**src/rtl/nested_tlb.sv**
```systemverilog
module nested_tlb #(
  parameter int PA_W    = 52,
  parameter int PG_BITS = 12,
  parameter int ENTRIES = 8
) (
  input  logic            clk,
  input  logic            rst_n,
  input  logic            flush,
  input  logic            lk_valid,
  input  logic [PA_W-1:0] lk_gpa,
  output logic            lk_hit,
  output logic [PA_W-1:0] lk_spa,
  input  logic            fill_valid,
  input  logic [PA_W-1:0] fill_gpa,
  input  logic [PA_W-PG_BITS-1:0] fill_frame
);
  localparam int TAG_W = PA_W - PG_BITS;
  localparam int IDX_W = (ENTRIES > 1) ? $clog2(ENTRIES) : 1;
  localparam logic [IDX_W-1:0] LAST = IDX_W'(ENTRIES - 1);

  logic [ENTRIES-1:0] vld;
  logic [TAG_W-1:0]   tag_q [ENTRIES];
  logic [TAG_W-1:0]   frm_q [ENTRIES];
  logic [IDX_W-1:0]   ptr;

  logic [ENTRIES-1:0] lk_match, fl_match;
  logic [TAG_W-1:0]   hit_frame;
  logic [IDX_W-1:0]   fl_idx, wr_idx;
  logic               fl_hit, do_fill;

  wire [TAG_W-1:0] lk_tag = lk_gpa[PA_W-1:PG_BITS];
  wire [TAG_W-1:0] fl_tag = fill_gpa[PA_W-1:PG_BITS];

  for (genvar g = 0; g < ENTRIES; g++) begin : g_cmp
    assign lk_match[g] = vld[g] && (tag_q[g] == lk_tag);
    assign fl_match[g] = vld[g] && (tag_q[g] == fl_tag);
  end

  always_comb begin
    hit_frame = '0;
    fl_idx    = '0;
    for (int i = 0; i < ENTRIES; i++) begin
      if (lk_match[i]) hit_frame = hit_frame | frm_q[i];
      if (fl_match[i]) fl_idx = IDX_W'(i);
    end
  end

  assign fl_hit  = |fl_match;
  assign do_fill = fill_valid && !flush;
  assign wr_idx  = fl_hit ? fl_idx : ptr;

  assign lk_hit = lk_valid && !flush && (|lk_match);
  assign lk_spa = lk_hit ? {hit_frame, lk_gpa[PG_BITS-1:0]} : '0;

  always_ff @(posedge clk) begin
    if (!rst_n || flush) begin
      vld <= '0;
      ptr <= '0;
    end else if (do_fill) begin
      vld[wr_idx] <= 1'b1;
      if (!fl_hit) ptr <= (ptr == LAST) ? '0 : ptr + 1'b1;
    end
  end

  always_ff @(posedge clk) begin
    if (rst_n && do_fill) begin
      tag_q[wr_idx] <= fl_tag;
      frm_q[wr_idx] <= fill_frame;
    end
  end

  a_r6_single_match: assert property (@(posedge clk) disable iff (!rst_n)
    $onehot0(lk_match));

  a_r7_flush_empties: assert property (@(posedge clk) disable iff (!rst_n)
    flush |=> (vld == '0 && ptr == '0));

  a_r4_ptr_advance: assert property (@(posedge clk) disable iff (!rst_n)
    (fill_valid && !flush && !fl_hit) |=>
      (ptr == (($past(ptr) == LAST) ? '0 : $past(ptr) + 1'b1)));

  a_r5_ptr_hold: assert property (@(posedge clk) disable iff (!rst_n)
    (fill_valid && !flush && fl_hit) |=> $stable(ptr));

  a_r9_fill_lands: assert property (@(posedge clk) disable iff (!rst_n)
    (fill_valid && !flush) |=> vld[$past(wr_idx)]);

  a_r1_miss_zero: assert property (@(posedge clk) disable iff (!rst_n)
    !lk_hit |-> (lk_spa == '0));

  a_r10_idle_no_hit: assert property (@(posedge clk) disable iff (!rst_n)
    !lk_valid |-> !lk_hit);
endmodule

```
**config.mk**
```make
export PLATFORM = sky130hd
export DESIGN_NAME = nested_tlb
export DESIGN_NICKNAME = d
export VERILOG_FILES = /design/src/rtl/nested_tlb.sv
export SDC_FILE = /design/constraint.sdc
export NUM_CORES = 1
export LEC_CHECK = 0
export ABC_AREA = 1
export BUFFER_PORTS_ARGS = -buffer_cell sky130_fd_sc_hd__buf_2
export CAP_MARGIN = 20
export CORE_AREA = 2 2 285 287
export CTS_CLUSTER_SIZE = 16
export DETAILED_ROUTE_END_ITERATION = 10
export DIE_AREA = 0 0 287 289
export HOLD_SLACK_MARGIN = 0.03
export PLACE_DENSITY = 0.61
export REMOVE_ABC_BUFFERS = 1
export SETUP_SLACK_MARGIN = 0.02
export SLEW_MARGIN = 25
export SYNTH_ARGS = -nofsm -noshare
export SYNTH_HDL_FRONTEND = slang
export SYNTH_SLANG_ARGS = --single-unit
```
**constraint.sdc**
```tcl
create_clock -name clk -period 5.9 [get_ports clk]
set_input_delay 0.295 -clock clk [delete_from_list [all_inputs] [get_ports clk]]
set_output_delay 0.295 -clock clk [all_outputs]
set_load 0.03 [all_outputs]
```
# After elaboration in Yosys (flattened, before gate mapping)
# Memories as Yosys holds them, arrays and structs flattened.
# Cells that the tools add are included.
dict set report totals {
  ff_bits 11
  mem_bits_rw 640
  in_bits 149
  n_memories 2
}
dict set report op_classes {
  add_sub_neg 1
  magnitude_cmp 2
  n_eq_ne 17
  mux 22
  bitwise_logic 9
  n_reduce_logical 27
}
# memory depth width rd rd_clocked_by_memory_dff write_ports line
set memory_table {}
lappend memory_table {frm_q 8 40 8 0 1 23} ;# logic [TAG_W-1:0] frm_q [ENTRIES];
lappend memory_table {tag_q 8 40 8 0 1 22} ;# logic [TAG_W-1:0] tag_q [ENTRIES];
# op n
set op_table {}
lappend op_table {{40-bit equality test} 16}
lappend op_table {{40-bit two-way mux} 8}
lappend op_table {{40-bit bitwise OR} 7}
lappend op_table {{52-bit two-way mux} 1}
lappend op_table {{3-bit two-way mux} 8}
lappend op_table {{1-bit logical AND} 21}
lappend op_table {{8-bit OR reduction} 2}
lappend op_table {{8-bit bitwise OR} 1}
lappend op_table {{3-bit by 4-bit less-than comparator with 1-bit output (second input constant)} 1}
lappend op_table {{1-bit two-way mux} 4}
lappend op_table {{3-bit by 1-bit adder with 3-bit output (second input constant)} 1}
lappend op_table {{1-bit demux with 3-bit select} 1}
lappend op_table {{3-bit equality test (second input constant)} 1}
lappend op_table {{3-bit by 1-bit greater-or-equal comparator with 1-bit output (second input constant)} 1}
lappend op_table {{1-bit zero test} 2}
lappend op_table {{2-bit AND reduction} 1}
lappend op_table {{1-bit logical OR} 1}
lappend op_table {{1-bit NOT} 1}

# Logic depth before layout (Yosys ltp)
# An unclocked memory read counts as a cell.
dict set report depth {
  word_depth 19
  mapped_depth 20
}

# Worst setup path before layout
# Ideal clock, no wire load.
dict set report synth_timing {
  path_kind {input port to flip-flop}
  startpoint {input port fill_gpa[42]}
  endpoint {memory frm_q[0][0] (netlist bit) (enable)}
  setup_ns 0.519
  arrival_ns 5.089
  required_ns 5.381
  setup_slack_ns 0.292
  stages 15
  n_path_buf 1
  path_cell_list {buf_4 inv_1 or2_2 nand3_1 nor2_1 nand2_1 nor2_1 nand3_1 nand2_1 nor2_1 and2_1 nand2_2 nand2_2 nand3_1 nor2_1}
}
dict set report synth_between {
  elab_chain_cells 10
  word_cells_on_any_way 25
  classes_between {eq/ne (8); mux (8); reduce/logical (9)}
}
# element line
set synth_lines {}
lappend synth_lines {{start: declaration} 14} ;# input logic [PA_W-1:0] fill_gpa,
lappend synth_lines {{40-bit equality test} 36} ;# assign fl_match[g] = vld[g] && (tag_q[g] == fl_tag);
lappend synth_lines {{1-bit logical AND} 36}
lappend synth_lines {{1-bit two-way mux} 44} ;# if (fl_match[i]) fl_idx = IDX_W'(i);
lappend synth_lines {{3-bit two-way mux (6 in a row)} 44}
lappend synth_lines {{3-bit two-way mux *} 50} ;# assign wr_idx = fl_hit ? fl_idx : ptr;
lappend synth_lines {{end: declaration} 23}
# Mark *: on every way between the ends. The rest lies on a longest branch, timed or not.

==> impl_metrics.toml <==
[routing]
drc = 0
drt_iter0_drc = 3775
wire_per_inst_um = 34.0
via_count = 27300
via_per_inst = 5.95
drtPass1Iterations = 6
ant_nets = 0
routed_wl_um = 156000

[die]
die-width_um = 287
core_sq_mm = 0.0799
start_util_pct = 39.8
die_height_um = 289
rows = 104
die_area_sq_mm = 0.0829
io_pins = 202

[setup_path]
critical_path.endpoint = "lk_spa[49]"
r2r_start = "tag_q[4][11]$_DFFE_PP_"
crit_path_max_incr_delay_ps = 710
r2r_cells = 17
r2r-end = "tag_q[4][21]$_DFFE_PP_"
crit_start = "tag_q[2][7]$_DFFE_PP_"
worstPathRequired_ps = 5610
cp_cell_sequence = "inv_1 > o22ai_1 > a221oi_1 > nand2_1 > nor2_1 > nand3_1 > nor2_4 > nand2_1 > nand2_1 > nor2_1 > nand2_1 > nand3_4 > buf_4 > nor2_1 > buf_2"
cp_slowest_cell = "a221oi_1"
endpoint_kind = "output pin"
crit_fanout = 35
cp.arrival_ps = 4300
worstSetupPathType = "reg2out"
path_common_cell = "nand2_1"
rrSetupSlack_ps = 1760
critPathLaunchType = "flip-flop"

[timing]
fin_skew_ps = 49.7
max_freq_mhz = 218
setup_viol = 0
tightestPinTransition_ps = 955
period_share_pct = 77.9
post-route-min-period_ps = 4600
slew_headroom_pct = 36.3
rsz0062_at_grt = "no"
fin_tns_setup_ps = 0
finalHoldViolCount = 0
fin_hold_ws_ps = 84.7
finalMaxSlewViolations = 0

[grt]
grt_max_degree = 44
track_usage_pct = 37.1
gr-total-overflow = 0
grt_pass1_wl_um = 209000
antenna_found_initial = 3
grt_pass1_vias = 25400

[clock_network]
cts_tree = "built"
cts_resized = 0
cts-root-buf = "clkbuf_16"
clk_pin_slew_worst_paths_ps = 60
clock_sinks = 651
postCtsSetupRepairBufs = 0
hold_buffers = 43
htreeDepth = 3
insertion_delay_ps = 670
cts_buffers = 75
cts_buffer_depth = 3

[finish]
fin_util_pct = 46.6
final_cells = 4583
fin_nets = 3612
area_growth_pct = 17.3
drive_gt1_share_pct = 12.2

[run_status]
status = "completed"

[placement]
dp.final_hpwl_um = 105000
numPortBuffers = 189
gp_congestion = 1.05
dp.cells = 4401

[synth]
synth_most_common_cell = "nand2_1"
synth_top_area_share_pct = 60.5
synth_edf_count = 640
ys_top_cells_by_count = "700 x nand2_1, 640 x edfxtp_1, 373 x nand3_1"
synth_area_sq_mm = 0.0318
synth_top_area_cell = "edfxtp_1"
yosysSeqAreaShare_pct = 61.2
yosys_most_used_dff = "edfxtp_1"
avgSynthCellArea_sq_um = 9.88
yosysWarnings = 0
yosysUniqueCellTypes = 39
synth.ff_latch_count = 651
synth_area_leaders = "edfxtp_1 60%, nand2_1 8.3%, nand3_1 5.9%"
syn_inst = 3216
ys_async_sr_fraction_pct = 0

[power]
powerDensity_mw_per_mm2 = 288
p_leak_uw = 0.0141
ir_worst_vdd_v = 0.000246

[min_path]
hp-class = "in2reg"
hold_path_startpoint = "fill_valid"

[flow_run]
drv_cap = 0
==> per-stage QoR <==
stage / power [uW] / setup slack [ps] / area [sq um]
2_1_floorplan: 5460 / 379 / 31100
3_3_place_gp: 5980 / 1370 / 34300
3_5_place_dp: 5980 / 1370 / 34300
4_1_cts: 10700 / 1310 / 37300
5_1_grt: 10900 / 1120 / 37300
6_report: 10700 / 1300 / 37300
==> power breakdown <==
| group | leakage (uW) | switching, uW | internal (uW) |
|---|---|---|---|
| Sequential | 0.00585 | 17.0 | 5100 |
| Combinational | 0.00700 | 632 | 192 |
| Clock | 0.00120 | 2070 | 2720 |
==> layout make-up <==
cell class	count	area, sq um
Fill cell	7725	42600
Sequential cell	651	19400
Multi-Input combinational cell	2026	10400
Timing Repair Buffer	313	2150
Clock buffer	91	1970
Inverter	394	1480
Tap cell	1060	1330
Clock inverter	45	543
Antenna cell	3	7.51
==> worst min path at each step <==
| stage | depth (start not counted) | slack [ps] | endpoint |
|---|---|---|---|
| after global placement | 2 | 470 | ptr[1]$_SDFFE_PP0P_ |
| final | 5 | 80 | ptr[0]$_SDFFE_PP0P_ |
| after global routing | 1 | 90 | tag_q[4][22]$_DFFE_PP_ |
| after detailed placement | 2 | 480 | ptr[2]$_SDFFE_PP0P_ |
| after CTS | 1 | 70 | tag_q[2][22]$_DFFE_PP_ |
| after floorplan | 0 | 390 | frm_q[0][0]$_DFFE_PP_ |
==> state kept, by name (all words and copies together), names as in the netlist <==
register  count
frm_q       320
vld           8
ptr           3
tag_q       320
==> placed cells by master, fill, tap and decap left out, drive strengths merged <==
cell / netlist / routed
nor4b: 1 / 1
xor2: 40 / 40
nor2: 253 / 253
a21boi: 1 / 1
clkbuf: 65 / 91
or2: 12 / 12
nand2: 702 / 702
a21oi: 26 / 26
ha: 2 / 2
nand3: 374 / 374
edfxtp: 640 / 640
nand4: 139 / 139
a22oi: 1 / 1
dfxtp: 11 / 11
a211oi: 4 / 4
o21bai: 3 / 3
clkinvlp: 0 / 6
clkinv: 6 / 36
buf: 80 / 270
o211ai: 1 / 1
bufinv: 0 / 7
a22o: 3 / 3
nor4: 50 / 50
inv: 388 / 390
diode: 0 / 3
xnor2: 131 / 131
o21ai: 120 / 120
o22ai: 135 / 135
nor3: 3 / 3
o221ai: 2 / 2
a221oi: 22 / 22
and2: 1 / 1
dlygate4sd3: 0 / 43
==> critical path: cells and delay by family, from the launching register on <==
family / cells / cell delay [ps]
AOI/OAI and AO/OA: 2 / 800
DFF: 1 / 460
and+or+nand+nor: 10 / 1670
buffers and inverters: 3 / 690
==> logic make-up (layout without fill, tap and decap cells) <==
kind of cell	Yosys count	count (layout)	share of synthesized area, %
buf+inv	539	843	6.79
other cells	0	3	0
compound gates	318	318	5.94
fa+ha+maj	2	2	0.0787
simple gates	1535	1535	21.3
flops	651	651	61.2
xor+xnor	171	171	4.71
==> layer usage <==
metal,vias up,track usage (%),wire length (um)
li1,11600,-,-
met1,13400,47.5,59400
met2,1824,57.7,69300
met3,450,6.87,14600
met4,0,24.9,12400
met5,-,0,0
Power figures use the tool's default switching activity.
